**src/rtl/xonxoff_pkg.sv**
```systemverilog
package xonxoff_pkg;
    localparam int CHAR_W = 8;
    localparam int MIN_BITS = 5;

    typedef enum logic [1:0] {
        SEL_NONE = 2'd0,
        SEL_SET1 = 2'd1,
        SEL_SET2 = 2'd2,
        SEL_BOTH = 2'd3
    } set_sel_t;

    typedef enum logic [1:0] {
        SQ_IDLE,
        SQ_FIRST,
        SQ_SECOND
    } seq_state_t;

    typedef struct packed {
        logic [CHAR_W-1:0] on1;
        logic [CHAR_W-1:0] off1;
        logic [CHAR_W-1:0] on2;
        logic [CHAR_W-1:0] off2;
    } flow_chars_t;

    function automatic logic [CHAR_W-1:0] word_mask(input logic [1:0] wlen);
        logic [CHAR_W-1:0] m;
        for (int i = 0; i < CHAR_W; i++) m[i] = (i < MIN_BITS + int'(wlen));
        return m;
    endfunction

    function automatic logic masked_eq(input logic [CHAR_W-1:0] a,
                                       input logic [CHAR_W-1:0] b,
                                       input logic [1:0] wlen);
        return ((a ^ b) & word_mask(wlen)) == '0;
    endfunction
endpackage

```
**src/rtl/flow_rx_match.sv**
```systemverilog
module flow_rx_match
    import xonxoff_pkg::*;
(
    input  logic              clk,
    input  logic              rst,
    input  flow_chars_t       chars,
    input  logic [1:0]        wlen,
    input  set_sel_t          rx_sel,
    input  logic              spec_on,
    input  logic              rx_valid,
    input  logic [CHAR_W-1:0] rx_data,
    output logic              rx_ready,
    output logic              fifo_wr_valid,
    output logic [CHAR_W-1:0] fifo_wr_data,
    input  logic              fifo_wr_ready,
    output logic              tx_paused,
    output logic              spec_hit,
    output logic              is_stop
);
    logic m_on1, m_off1, m_on2, m_off2, is_go, drop;

    assign m_on1  = masked_eq(rx_data, chars.on1, wlen);
    assign m_off1 = masked_eq(rx_data, chars.off1, wlen);
    assign m_on2  = masked_eq(rx_data, chars.on2, wlen);
    assign m_off2 = masked_eq(rx_data, chars.off2, wlen);

    always_comb begin
        unique case (rx_sel)
            SEL_SET1: begin is_go = m_on1;          is_stop = m_off1;          end
            SEL_SET2: begin is_go = m_on2;          is_stop = m_off2;          end
            SEL_BOTH: begin is_go = m_on1 | m_on2;  is_stop = m_off1 | m_off2; end
            default:  begin is_go = 1'b0;           is_stop = 1'b0;            end
        endcase
    end

    assign drop          = is_go | is_stop;
    assign rx_ready      = drop | fifo_wr_ready;
    assign fifo_wr_valid = rx_valid & ~drop;
    assign fifo_wr_data  = rx_data;
    assign spec_hit      = spec_on & rx_valid & fifo_wr_ready & m_off2;

    always_ff @(posedge clk) begin
        if (rst)                        tx_paused <= 1'b0;
        else if (rx_valid && is_stop)   tx_paused <= 1'b1;
        else if (rx_valid && is_go)     tx_paused <= 1'b0;
    end
endmodule

```
**src/rtl/flow_tx_seq.sv**
```systemverilog
module flow_tx_seq
    import xonxoff_pkg::*;
#(
    parameter int LVL_W = 8
) (
    input  logic              clk,
    input  logic              rst,
    input  flow_chars_t       chars,
    input  logic [1:0]        wlen,
    input  set_sel_t          tx_sel,
    input  logic [LVL_W-1:0]  level,
    input  logic [LVL_W-1:0]  trig,
    output logic              ins_valid,
    output logic [CHAR_W-1:0] ins_data,
    input  logic              ins_ready,
    output logic              stop_sent
);
    seq_state_t        state;
    logic              send_go;
    logic [CHAR_W-1:0] first_c, second_c;

    always_ff @(posedge clk) begin
        if (rst) begin
            state     <= SQ_IDLE;
            stop_sent <= 1'b0;
            send_go   <= 1'b0;
        end else begin
            unique case (state)
                SQ_IDLE: if (tx_sel != SEL_NONE) begin
                    if (!stop_sent && level > trig) begin
                        state <= SQ_FIRST; send_go <= 1'b0; stop_sent <= 1'b1;
                    end else if (stop_sent && level < trig) begin
                        state <= SQ_FIRST; send_go <= 1'b1; stop_sent <= 1'b0;
                    end
                end
                SQ_FIRST:  if (ins_ready) state <= (tx_sel == SEL_BOTH) ? SQ_SECOND : SQ_IDLE;
                SQ_SECOND: if (ins_ready) state <= SQ_IDLE;
                default:   state <= SQ_IDLE;
            endcase
        end
    end

    always_comb begin
        if (tx_sel == SEL_SET2) first_c = send_go ? chars.on2 : chars.off2;
        else                    first_c = send_go ? chars.on1 : chars.off1;
        second_c = send_go ? chars.on2 : chars.off2;
    end

    assign ins_valid = (state != SQ_IDLE);
    assign ins_data  = ((state == SQ_SECOND) ? second_c : first_c) & word_mask(wlen);
endmodule

```
**src/rtl/flow_tx_arb.sv**
```systemverilog
module flow_tx_arb
    import xonxoff_pkg::*;
(
    input  logic              ins_valid,
    input  logic [CHAR_W-1:0] ins_data,
    output logic              ins_ready,
    input  logic              txq_valid,
    input  logic [CHAR_W-1:0] txq_data,
    output logic              txq_ready,
    input  logic              paused,
    output logic              ser_valid,
    output logic [CHAR_W-1:0] ser_data,
    input  logic              ser_ready
);
    assign ser_valid = ins_valid | (txq_valid & ~paused);
    assign ser_data  = ins_valid ? ins_data : txq_data;
    assign ins_ready = ser_ready;
    assign txq_ready = ser_ready & ~ins_valid & ~paused;
endmodule

```
**src/rtl/xonxoff_flow_ctrl.sv**
```systemverilog
module xonxoff_flow_ctrl
    import xonxoff_pkg::*;
#(
    parameter int LVL_W = 8
) (
    input  logic              clk,
    input  logic              rst,
    input  logic [7:0]        cfg_xon1,
    input  logic [7:0]        cfg_xon2,
    input  logic [7:0]        cfg_xoff1,
    input  logic [7:0]        cfg_xoff2,
    input  logic [1:0]        cfg_wlen,
    input  logic [3:0]        cfg_flow_mode,
    input  logic              cfg_spec_en,
    input  logic [LVL_W-1:0]  cfg_trig,
    input  logic              rx_valid,
    input  logic [7:0]        rx_data,
    output logic              rx_ready,
    output logic              fifo_wr_valid,
    output logic [7:0]        fifo_wr_data,
    input  logic              fifo_wr_ready,
    input  logic [LVL_W-1:0]  fifo_level,
    input  logic              txq_valid,
    input  logic [7:0]        txq_data,
    output logic              txq_ready,
    output logic              ser_valid,
    output logic [7:0]        ser_data,
    input  logic              ser_ready,
    output logic              tx_paused,
    output logic              spec_hit
);
    flow_chars_t       chars;
    set_sel_t          rx_sel, tx_sel;
    logic              spec_on, rx_is_stop, stop_sent, ins_valid, ins_ready;
    logic [CHAR_W-1:0] ins_data;

    assign chars   = '{on1: cfg_xon1, off1: cfg_xoff1, on2: cfg_xon2, off2: cfg_xoff2};
    assign rx_sel  = set_sel_t'(cfg_flow_mode[1:0]);
    assign tx_sel  = set_sel_t'(cfg_flow_mode[3:2]);
    assign spec_on = cfg_spec_en & (cfg_flow_mode == 4'd0);

    flow_rx_match u_rx (
        .clk, .rst, .chars, .wlen(cfg_wlen), .rx_sel, .spec_on,
        .rx_valid, .rx_data, .rx_ready, .fifo_wr_valid, .fifo_wr_data,
        .fifo_wr_ready, .tx_paused, .spec_hit, .is_stop(rx_is_stop)
    );

    flow_tx_seq #(.LVL_W(LVL_W)) u_seq (
        .clk, .rst, .chars, .wlen(cfg_wlen), .tx_sel,
        .level(fifo_level), .trig(cfg_trig),
        .ins_valid, .ins_data, .ins_ready, .stop_sent
    );

    flow_tx_arb u_arb (
        .ins_valid, .ins_data, .ins_ready, .txq_valid, .txq_data, .txq_ready,
        .paused(tx_paused), .ser_valid, .ser_data, .ser_ready
    );
endmodule

```
**config.mk**
```make
export PLATFORM = sky130hd
export DESIGN_NAME = xonxoff_flow_ctrl
export DESIGN_NICKNAME = d
export VERILOG_FILES = /design/src/rtl/xonxoff_pkg.sv /design/src/rtl/flow_rx_match.sv /design/src/rtl/flow_tx_seq.sv /design/src/rtl/flow_tx_arb.sv /design/src/rtl/xonxoff_flow_ctrl.sv
export SDC_FILE = /design/constraint.sdc
export NUM_CORES = 1
export LEC_CHECK = 0
export ABC_AREA = 0
export BUFFER_PORTS_ARGS = -buffer_cell sky130_fd_sc_hd__buf_2
export CAP_MARGIN = 20
export CORE_MARGIN = 5
export CORE_UTILIZATION = 41
export DETAILED_ROUTE_END_ITERATION = 10
export PLACE_DENSITY = 0.82
export SLEW_MARGIN = 20
export SYNTH_ARGS = -nofsm -noshare
export SYNTH_HDL_FRONTEND = slang
export SYNTH_SLANG_ARGS = --single-unit
```
**constraint.sdc**
```tcl
create_clock -name clk -period 1.8 [get_ports clk]
set_clock_uncertainty 0.1 [all_clocks]
set_input_delay 0.09 -clock clk [delete_from_list [all_inputs] [get_ports clk]]
set_output_delay 0.09 -clock clk [all_outputs]
set_load 0.02 [all_outputs]
```
After elaboration in Yosys (flattened, before gate mapping):

Cells that the tools add are included.

* register bits: 5
* bits of input ports: 77
* output and inout bits: 22
* word-level logic and storage cells: 88

* add/sub/neg operators: 1
* $lt $le $gt $ge: 10
* equal/unequal tests: 11
* muxes and demuxes: 20
* bitwise logic cells: 25
* reductions and logical operators: 17

Operators with widths (number)
* $lt 4x32->1 const A: 4
* $lt 3x32->1 const A: 2
* $and 8x8->8: 5
* $mux 8: 5
* $logic_not 8->1: 4
* $lt 1x32->1 const A: 1
* $lt 2x32->1 const A: 1
* $xor 8x8->8: 4
* $mux 2: 6
* $eq 2x2->1 const B: 5
* $and 1x1->1: 8
* $gt 8x8->1: 1
* $lt 8x8->1: 1
* $reduce_bool 2->1: 4
* $mux 1: 6
* $pmux 1 s3: 2
* $pmux 2 s3: 1
* $or 1x1->1: 5
* $add 3x2->4 const A: 1
* $eq 2x1->1 const B: 2
* $logic_and 1x1->1: 4
* $logic_not 4->1: 1
* $ne 2x2->1 const B: 2
* $reduce_and 4->1: 1
* other kinds (6): 8

Depth between registers and ports, before layout:

Gate-level depths: netlist (run 1).

* word-level depth: 9
* depth in mapped cells: 7

By module:

From an unflattened synthesis (run 1), not the netlist that was laid out.

* cell total of the unflattened synthesis: 158
* area, all modules: 1421.4 um^2

Modules (own cells, without submodules)
* flow_tx_seq: instances 1, cells each 67, area an instance 663.1 um^2
* flow_rx_match: instances 1, cells each 76, area an instance 580.6 um^2
* flow_tx_arb: instances 1, cells each 13, area an instance 158.9 um^2
* xonxoff_flow_ctrl: instances 1, cells each 2, area an instance 18.8 um^2

Worst setup path before layout (run 1):

OpenSTA, ideal clock, no wires.

* path type: register -> output
* start point: reg u_seq.send_go
* end point: out ser_data[0]
* arrival: 1.363 ns
* required time: 1.610 ns
* slack: 0.247 ns
* stages on the path, launching flop included: 4
* path buffers: 1
* cell sequence: dfxtp_1 > buf_2 > mux4_2 > mux2_2

* cells in the longest elaborated chain, start to end: 5

Ends and longest elaborated chain
* start, declared: RTL line flow_tx_seq.sv:19 `logic send_go;`
* start signal, assigned: RTL line flow_tx_seq.sv:26 `send_go <= 1'b0;`
* start signal, assigned: RTL line flow_tx_seq.sv:31 `state <= SQ_FIRST; send_go <= 1'b0; stop_sent <= 1'b1;`
* start signal, assigned: RTL line flow_tx_seq.sv:33 `state <= SQ_FIRST; send_go <= 1'b1; stop_sent <= 1'b0;`
* $mux 8 (on tied branches): RTL line flow_tx_seq.sv:45, flow_tx_seq.sv:44, flow_tx_seq.sv:46
* $mux 8: RTL line flow_tx_seq.sv:44 `if (tx_sel == SEL_SET2) first_c = send_go ? chars.on2 : chars.off2;`
* $mux 8 *: RTL line flow_tx_seq.sv:50 `assign ins_data = ((state == SQ_SECOND) ? second_c : first_c) & word_mask(wlen);`
* $and 8x8->8 *: RTL line flow_tx_seq.sv:50
* $mux 8 *: RTL line flow_tx_arb.sv:16 `assign ser_data = ins_valid ? ins_data : txq_data;`
* end, declared: RTL line xonxoff_flow_ctrl.sv:27 `output logic [7:0] ser_data,`

Every way passes the cells marked *; elsewhere a longest branch is shown, timed or not.

Final worst setup path (run 1):

* start point: reg u_seq.state[1]
* end point: out ser_data[4]

* cells in the longest elaborated chain, start to end: 4

Ends and longest elaborated chain
* start, declared: RTL line flow_tx_seq.sv:18 `seq_state_t state;`
* start signal, assigned: RTL line flow_tx_seq.sv:36 `SQ_FIRST: if (ins_ready) state <= (tx_sel == SEL_BOTH) ? SQ_SECOND : SQ_IDLE;`
* $eq 2x2->1: RTL line flow_tx_seq.sv:50
* $mux 8: RTL line flow_tx_seq.sv:50
* $and 8x8->8: RTL line flow_tx_seq.sv:50
* $mux 8 *: RTL line flow_tx_arb.sv:16

Marks and branches as above.

==> results.yml, run 1 <==
outcome:
  status: "finished, violations left"
  violations: "setup timing"
placed_design:
  port-buffer-count: 98
  dpl_cell_area_mm2: 0.00177
  post-dp-hpwl_um: 3500
  pre_cts_ws_ns: 0.0554
  place.gp.congestion: 0.780
pwr:
  intPower_uw: 503
  leakagePower_nw: 0.935
  clkPwrFrac_pct: 16.2
  swShare_pct: 39.8
  seq_power_share_pct: 15.6
  p_sw_uw: 332
  powerDensity_mw_per_mm2: 432
  irDropWorstVdd_mv: 0.229
  power.share.combinational_pct: 68.2
grt:
  grtUsageMet1_pct: 19.3
  grt_util_met2_pct: 35.8
  grt_antenna_before_repair: 0
  grt_max_degree: 13
  grt_usage_pct: 18.0
  grt_pass1_vias: 1526
  grt-ovfl-total: 0
  grt.met3_usage_pct: 4.55
  grt_pass1_wl_um: 6210
  grt_busiest_layer: "met2"
final_layout:
  final_nets: 331
  layout_commonest_cell: "buf_2"
  multi_input_area_mm2: 0.00109
  drive_gt1_share_pct: 53.5
  final_area_mm2: 0.00193
  layout_common_cells: "buf_2, xnor2_1, inv_1"
  area_growth_pct: 47.6
  n_antenna_cell: 0
  fillers: 288
  seqCellArea_um2: 104
synth:
  ys_seq_area_share_pct: 7.65
  yosys.area.top_type_share_pct: 21.4
  syn-instance-count: 155
  synthTopCellsByArea: "xnor2_1, mux4_2, dfxtp_1"
  syn-cell-area_mm2: 0.00131
  synthFlopType: "dfxtp_1"
  synth_nets: 240
  synth_edf_count: 0
  yosys.area.top_type: "xnor2_1"
  yosysWarnings: 0
  synth_area_per_cell_um2: 8.44
  ys_seq_elements: 5
  synthArstFlopShare_pct: 0
  yosysUniqueCellTypes: 39
timing:
  worst_slew_pin_slew_ns: 0.420
  final.period_utilization_pct: 105
  finalMaxSlewViolations: 0
  worst_hold_slack_ns: 0.0470
  relSlewSlack_pct: 71.9
  max_freq_mhz: 529
  rsz0062_at_grt: "yes"
  setup_violations: 6
  fin_crit_ns: 1.89
  hold_violations: 0
  setup_ws_ns: -0.0900
floorplanning:
  die_y_um: 66.5
  initial_core_util_pct: 42.9
  core-area_mm2: 0.00305
  ios: 99
  rows: 20
  die_area_mm2: 0.00442
  die_w_um: 66.5
route:
  drc: 0
  routed_wl_um: 4010
  viasPerCell: 4.99
  antenna_left: 0
  dr.pass1.iters: 4
  drt_iter0_drc: 61
  vias: 1442
  routedWlPerCell_um: 13.9
clock_network:
  cts_htree_levels: 1
  cts_tree: "yes"
  clock_tree.buffer_depth: 2
  cts_buffers: 3
  clock_latency_ns: 0.25
  clk_pin_slew_ns: 0.05
  cts.sinks: 5
  cts_root_buffer: "clkbuf_4"
setup_path:
  reg2reg_slack_ns: 0.28
  worst-setup-path-type: "reg -> out"
  crit_path_start_kind: "register"
  worstPathMaxFanout: 8
  cp.arrival_ns: 1.70
  worstPathRequired_ns: 1.61
  cp-end-kind: "output port"
min_path:
  hold_path_class: "in -> reg"
run:
  cap_violations: 0
-- final cells by class --
cell class	instances	share of cell area (%)
flip-flops and latches	5	5.38
inverters	12	2.33
clock buffers	3	1.17
multi-input cells	120	56.3
clock inverters	1	0.259
well taps	44	2.85
repair buffers	104	31.7
-- metal layers --
layer | part of all wire, % | vias up
met1 | 36 | 661
met3 | 6.8 | 4
met5 | 0 | -
met4 | 0.57 | 0
met2 | 56 | 50
li1 | - | 727
-- state kept, by name, summed over array words and instances (netlist names) --
name	flops
u_seq.stop_sent	1
u_rx.tx_paused	1
u_seq.state	2
u_seq.send_go	1
-- power groups by stage --
stage	clock (mW)	sequential [mW]	combinational (mW)
after floorplan	0	0.127	0.331
after global placement	0	0.128	0.497
after detailed placement	0	0.129	0.507
after CTS	0.140	0.130	0.564
after global routing	0.154	0.131	0.620
final	0.136	0.130	0.569
-- per-stage QoR --
| step | utilization, % | total power, mW | cells | setup TNS (ns) |
|---|---|---|---|---|
| final | 63.3 | 0.835 | 289 | -0.389 |
| after global placement | 57.9 | 0.625 | 281 | 0 |
| after floorplan | - | 0.458 | 155 | 0 |
| after detailed placement | 57.9 | 0.636 | 281 | 0 |
| after CTS | 62.8 | 0.834 | 289 | -0.276 |
| after global routing | 63.3 | 0.904 | 289 | -0.712 |
-- cell usage after synthesis (2+ instances only) --
cell and number:
a211o_1 2, a211oi_1 5, a21o_1 2, a21oi_1 4
a22oi_1 2, and3_1 2, buf_2 7, buf_4 10
dfxtp_1 5, ha_1 8, inv_1 12, mux2_2 5
mux4_2 8, nand2_1 6, nand2b_1 3, nand3_1 4
nand4_1 3, nor2_1 5, nor2b_1 4, o211ai_1 3
o21ai_0 4, o21ai_1 3, xnor2_1 32
-- cell families after synthesis --
group,count (synthesis),share of synthesized area (%)
fa+ha+maj,8,7.65
mux,13,18.1
compound gates,34,19.5
flops,5,7.65
simple gates,33,13.6
xor+xnor,32,21.4
buf+inv,30,12.1
-- final timing paths --
kind	startpoint	depth (start not counted)	endpoint
max	u_seq.state[1]	6	ser_data[4]
min	rx_valid	3	u_rx.tx_paused
max reg2reg	u_seq.state[1]	6	u_seq.send_go
min reg2reg	u_seq.stop_sent	2	u_seq.stop_sent
-- worst max-delay path, stage by stage, from the launching register on --
cell	delay (ns)
dfxtp_2	0.32
nor2b_4	0.13
a21oi_4	0.13
buf_12	0.14
mux4_2	0.30
mux2_4	0.29
buf_6	0.13
-- repair_timing --
action / 4_1_cts / 5_1_grt
hold buffers: 1 / 0
setup buffers: 3 / 0
pin swaps: 3 / 2
endpoints found under the setup margin: 8 / 8
hold endpoints to repair: 3 / 0
gates resized for setup: 25 / 4
Note: power is estimated with default switching activity, not from simulation.
==> run 2, diff against run 1 <==
--- a/config.mk
+++ b/config.mk
@@ -12,6 +12,7 @@
 export CORE_UTILIZATION = 41
 export DETAILED_ROUTE_END_ITERATION = 10
 export PLACE_DENSITY = 0.82
+export SETUP_SLACK_MARGIN = 0.02
 export SLEW_MARGIN = 20
 export SYNTH_ARGS = -nofsm -noshare
 export SYNTH_HDL_FRONTEND = slang
==> run 2 against run 1 <==
  * The flow still finishes with violations (setup timing)
  * Sequential share of layout area decreased by 0.062 points
  * Total power increased by 0.26%
  * Cell area increased by 1.2%
  * Worst setup slack improved by 0.0026 ns
  * Sequential power about the same
  * Combinational power increased by 0.9%
  * Hold slack improved by 0.0062 ns
  * Via count decreased by 0.69%
  * Die area unchanged
  * First-iteration DRC count increased by 18%
  * Routed wire length increased by 0.65%
  * Largest power group unchanged
  * Highest routed layer unchanged
==> results.yml, run 2 (synthesis gave the netlist of run 1 again) <==
run:
  cap_violations: 0
floorplanning:
  die_y_um: 66.5
  core-area_mm2: 0.00305
  rows: 20
  die_w_um: 66.5
  die_area_mm2: 0.00442
  ios: 99
  initial_core_util_pct: 42.9
placed_design:
  dpl_cell_area_mm2: 0.00177
  post-dp-hpwl_um: 3500
  place.gp.congestion: 0.780
  pre_cts_ws_ns: 0.0554
  port-buffer-count: 98
grt:
  grt_pass1_wl_um: 6210
  grt_usage_pct: 18.0
  grt_pass1_vias: 1526
  grt-ovfl-total: 0
  grt_antenna_before_repair: 0
  grt_max_degree: 13
setup_path:
  worst-r2r-cell-count: 6
  worst-setup-path-type: "reg -> out"
  r2r-end: "u_seq.send_go"
  timing.rr.start: "u_seq.state[1]"
  worstPathRequired_ns: 1.61
  reg2reg_slack_ns: 0.28
  cp.arrival_ns: 1.70
  cp-end-kind: "output port"
  worstPathMaxFanout: 8
  crit_path_start_kind: "register"
route:
  drt_iter0_drc: 72
  vias: 1432
  wl_met3_um: 254
  viasPerCell: 4.96
  antenna_left: 0
  highest_layer: "met4"
  dr.pass1.iters: 4
  routed_wl_um: 4030
  drc: 0
  drt-met1-wl_um: 1500
  routedWlPerCell_um: 13.9
  wl_met2_um: 2260
timing:
  hold_violations: 0
  relSlewSlack_pct: 68.7
  fin_crit_ns: 1.89
  finalMaxSlewViolations: 0
  max_freq_mhz: 530
  setup-tns-final_ns: -0.357
  setup_violations: 6
  setup_ws_ns: -0.0874
  rsz0062_at_grt: "yes"
  worst_slew_pin_slew_ns: 0.467
  final.period_utilization_pct: 105
final_layout:
  fillers: 282
  top_register: "u_seq.state"
  final_nets: 331
  largest_reg_flops: 2
  layout_commonest_cell: "buf_2"
  layout_common_cells: "buf_2, xnor2_1, inv_1"
  drive_gt1_share_pct: 54.3
  area_growth_pct: 49.3
  n_antenna_cell: 0
  final_area_mm2: 0.00195
clock_network:
  cts_tree: "yes"
  cts_root_buffer: "clkbuf_4"
  clk_pin_slew_ns: 0.05
  clock_tree.buffer_depth: 2
  cts_buffers: 3
  cts.sinks: 5
  cts_htree_levels: 1
  clock_latency_ns: 0.25
min_path:
  min_path_cells: 3
  hold_path_class: "in -> reg"
  worstHoldEndpoint: "u_rx.tx_paused"
  hp-start: "rx_valid"
pwr:
  powerDensity_mw_per_mm2: 428
  irDropWorstVdd_mv: 0.194
  leakagePower_nw: 0.940
outcome:
  violations: "setup timing"
  status: "finished, violations left"
-- run 2: cell type report --
cell class	instances	area [um2]	share of cell area, %
clock buffers	3	22.5	1.15
clock inverters	1	5.00	0.256
inverters	12	45.0	2.30
multi-input cells	120	1110	56.8
flip-flops and latches	5	104	5.31
well taps	44	55.1	2.82
repair buffers	104	613	31.4
-- run 2: worst max path at each step --
stage	from	end	slack [ns]
floorplan	u_seq.send_go	ser_data[0]	0.25
global placement	u_seq.state[1]	ser_data[2]	0.09
CTS	u_seq.state[1]	ser_data[3]	-0.07
detailed placement	u_seq.state[1]	ser_data[2]	0.06
finish	u_seq.state[1]	ser_data[4]	-0.09
global route	u_seq.state[1]	ser_data[4]	-0.14
-- run 2: worst max-delay path, stage by stage, from the launching register on --
cell and delay [ns]:
dfxtp_2 0.32, nor2b_4 0.13, a21oi_4 0.13, buf_12 0.14
mux4_2 0.30, mux2_4 0.30, buf_6 0.13
-- run 2: report_power, final --
group / internal [mW] / leakage [nW] / total [mW] / switching [mW]
clock: 0.0807 / 0.0177 / 0.132 / 0.0517
sequential: 0.121 / 0.0421 / 0.130 / 0.00918
combinational: 0.302 / 0.880 / 0.574 / 0.272
total: 0.504 / 0.940 / 0.837 / 0.333
-- run 2: routing by layer --
metal,up-vias,track usage (%)
met4,0,1.52
met5,-,0
li1,728,-
met1,656,19.3
met3,2,4.55
met2,46,35.8
-- run 2: stage by stage --
stage | util [%] | hold slack, ns | std cells | total power, mW
final | 64.0 | 0.0532 | 289 | 0.837
after global routing | 64.0 | 0.0783 | 289 | 0.910
after CTS | 62.8 | 0.0434 | 289 | 0.834
after detailed placement | 57.9 | 0.228 | 281 | 0.636
after global placement | 57.9 | 0.229 | 281 | 0.625
after floorplan | - | 0.0591 | 155 | 0.458
-- run 2: repair_timing --
item	CTS	global route
hold buffers	1	0
gates cloned	0	0
resized for setup	25	7
endpoints found under the setup margin	8	9
buffers inserted	3	0
pin swaps	3	2
endpoints found under the hold margin	3	0
==> run 3, diff against run 2 <==
--- a/config.mk
+++ b/config.mk
@@ -7,10 +7,11 @@
 export LEC_CHECK = 0
 export ABC_AREA = 0
 export BUFFER_PORTS_ARGS = -buffer_cell sky130_fd_sc_hd__buf_2
-export CAP_MARGIN = 20
+export CAP_MARGIN = 40
 export CORE_MARGIN = 5
 export CORE_UTILIZATION = 41
 export DETAILED_ROUTE_END_ITERATION = 10
+export MAX_ROUTING_LAYER = met4
 export PLACE_DENSITY = 0.82
 export SETUP_SLACK_MARGIN = 0.02
 export SLEW_MARGIN = 20
==> run 3 against run 2 <==
  * The flow still finishes with violations (setup timing)
  * Hold slack worse by 0.0033 ns
  * Non-clock buffer count unchanged
  * Routed wire length down 0.20%
  * Critical path type unchanged
==> results.yml, run 3 (synthesis gave the netlist of run 1 again) <==
route:
  drt-met1-wl_um: 1510
  drc: 0
  routedWlPerCell_um: 13.9
  dr.pass1.iters: 4
  viasPerCell: 4.94
  drt_iter0_drc: 69
  highest_layer: "met4"
  antenna_left: 0
  vias: 1427
  wl_met2_um: 2260
  wl_met3_um: 234
  routed_wl_um: 4020
final_layout:
  top_register: "u_seq.state"
  fillers: 282
  largest_reg_flops: 2
  area_growth_pct: 49.3
  layout_common_cells: "buf_2, xnor2_1, inv_1"
  layout_commonest_cell: "buf_2"
  stdcell_count: 289
  utilization_pct: 64.0
  n_antenna_cell: 0
  final_nets: 331
  drive_gt1_share_pct: 54.3
setup_path:
  cp.arrival_ns: 1.70
  worstPathRequired_ns: 1.61
  cp-end-kind: "output port"
  reg2reg_slack_ns: 0.28
  timing.rr.start: "u_seq.state[1]"
  r2r-end: "u_seq.send_go"
  worst-setup-path-type: "reg -> out"
  worst-r2r-cell-count: 6
  worstPathMaxFanout: 8
  crit_path_start_kind: "register"
clock_network:
  clock_tree.buffer_depth: 2
  cts_tree: "yes"
  clock_latency_ns: 0.25
  cts.sinks: 5
  cts_htree_levels: 1
  clk_pin_slew_ns: 0.05
  cts_root_buffer: "clkbuf_4"
  cts_buffers: 3
timing:
  final.period_utilization_pct: 105
  setup_violations: 6
  setup_ws_ns: -0.0883
  hold_violations: 0
  fin_crit_ns: 1.89
  relSlewSlack_pct: 68.7
  max_freq_mhz: 530
  worst_slew_pin_slew_ns: 0.467
  setup-tns-final_ns: -0.363
  finalMaxSlewViolations: 0
  rsz0062_at_grt: "yes"
grt:
  grt-ovfl-total: 0
  grt_usage_pct: 18.4
  grt_pass1_vias: 1526
  grt_pass1_wl_um: 6210
  grt_max_degree: 13
  grt_antenna_before_repair: 0
outcome:
  status: "finished, violations left"
  violations: "setup timing"
placed_design:
  place.gp.congestion: 0.791
  post-dp-hpwl_um: 3500
  port-buffer-count: 98
  placed_cells: 281
  pre_cts_ws_ns: 0.0554
floorplanning:
  ios: 99
  die_area_mm2: 0.00442
  initial_core_util_pct: 42.9
  die_w_um: 66.5
  die_y_um: 66.5
  core-area_mm2: 0.00305
  rows: 20
run:
  cap_violations: 0
pwr:
  irDropWorstVdd_mv: 0.195
  report.power.total_uw: 838
  powerDensity_mw_per_mm2: 429
  leakagePower_nw: 0.940
min_path:
  hold_path_class: "in -> reg"
  worstHoldEndpoint: "u_rx.tx_paused"
  min_path_cells: 3
  hp-start: "rx_valid"
-- run 3: cell counts in the layout (fill, tap and decap cells not counted) --
Identical to the previous run, type by type.
-- run 3: worst max path at each step --
stage / startpoint / endpoint / slack [ns] / cells past startpoint
3_5_place_dp: u_seq.state[1] / ser_data[2] / 0.06 / 5
5_1_grt: u_seq.state[1] / ser_data[4] / -0.14 / 6
2_1_floorplan: u_seq.send_go / ser_data[0] / 0.25 / 3
6_report: u_seq.state[1] / ser_data[4] / -0.09 / 6
4_1_cts: u_seq.state[1] / ser_data[3] / -0.07 / 6
3_3_place_gp: u_seq.state[1] / ser_data[2] / 0.09 / 5
-- run 3: cell type report --
class	count	area (um2)	share of cell area (%)
clock buffers	3	22.5	1.15
clock inverters	1	5.00	0.256
inverters	12	45.0	2.30
multi-input cells	120	1110	56.8
flip-flops and latches	5	104	5.31
well taps	44	55.1	2.82
repair buffers	104	613	31.4
-- run 3: through the flow --
step / hold WS, ns / instance area, um2
floorplan: 0.0591 / 1310
global placement: 0.229 / 1770
detailed placement: 0.228 / 1770
CTS: 0.0434 / 1920
global route: 0.0783 / 1950
finish: 0.0499 / 1950
-- run 3: critical path, cell delays in order (launching register included) --
cell and delay (ns):
dfxtp_2 0.32, nor2b_4 0.13, a21oi_4 0.13, buf_12 0.14, mux4_2 0.30, mux2_4 0.30
buf_6 0.13
-- run 3: what timing repair did --
item,4_1_cts,5_1_grt
buffers inserted,3,0
gates cloned,0,0
pin swaps,3,2
hold buffers,1,0
resized for setup,25,7
hold endpoints to repair,3,0
setup endpoints to repair,8,9
-- run 3: per-layer routing --
metal | vias to the layer above | global-route usage (%)
met3 | 2 | 3.88
met5 | - | -
met4 | 0 | 1.52
met2 | 46 | 35.8
li1 | 728 | -
met1 | 651 | 19.7
-- run 3: report_power, final --
group	total [mW]	leakage (nW)	internal (mW)	switching [mW]
sequential	0.130	0.0421	0.121	0.00907
clock	0.133	0.0177	0.0807	0.0523
combinational	0.575	0.880	0.302	0.273
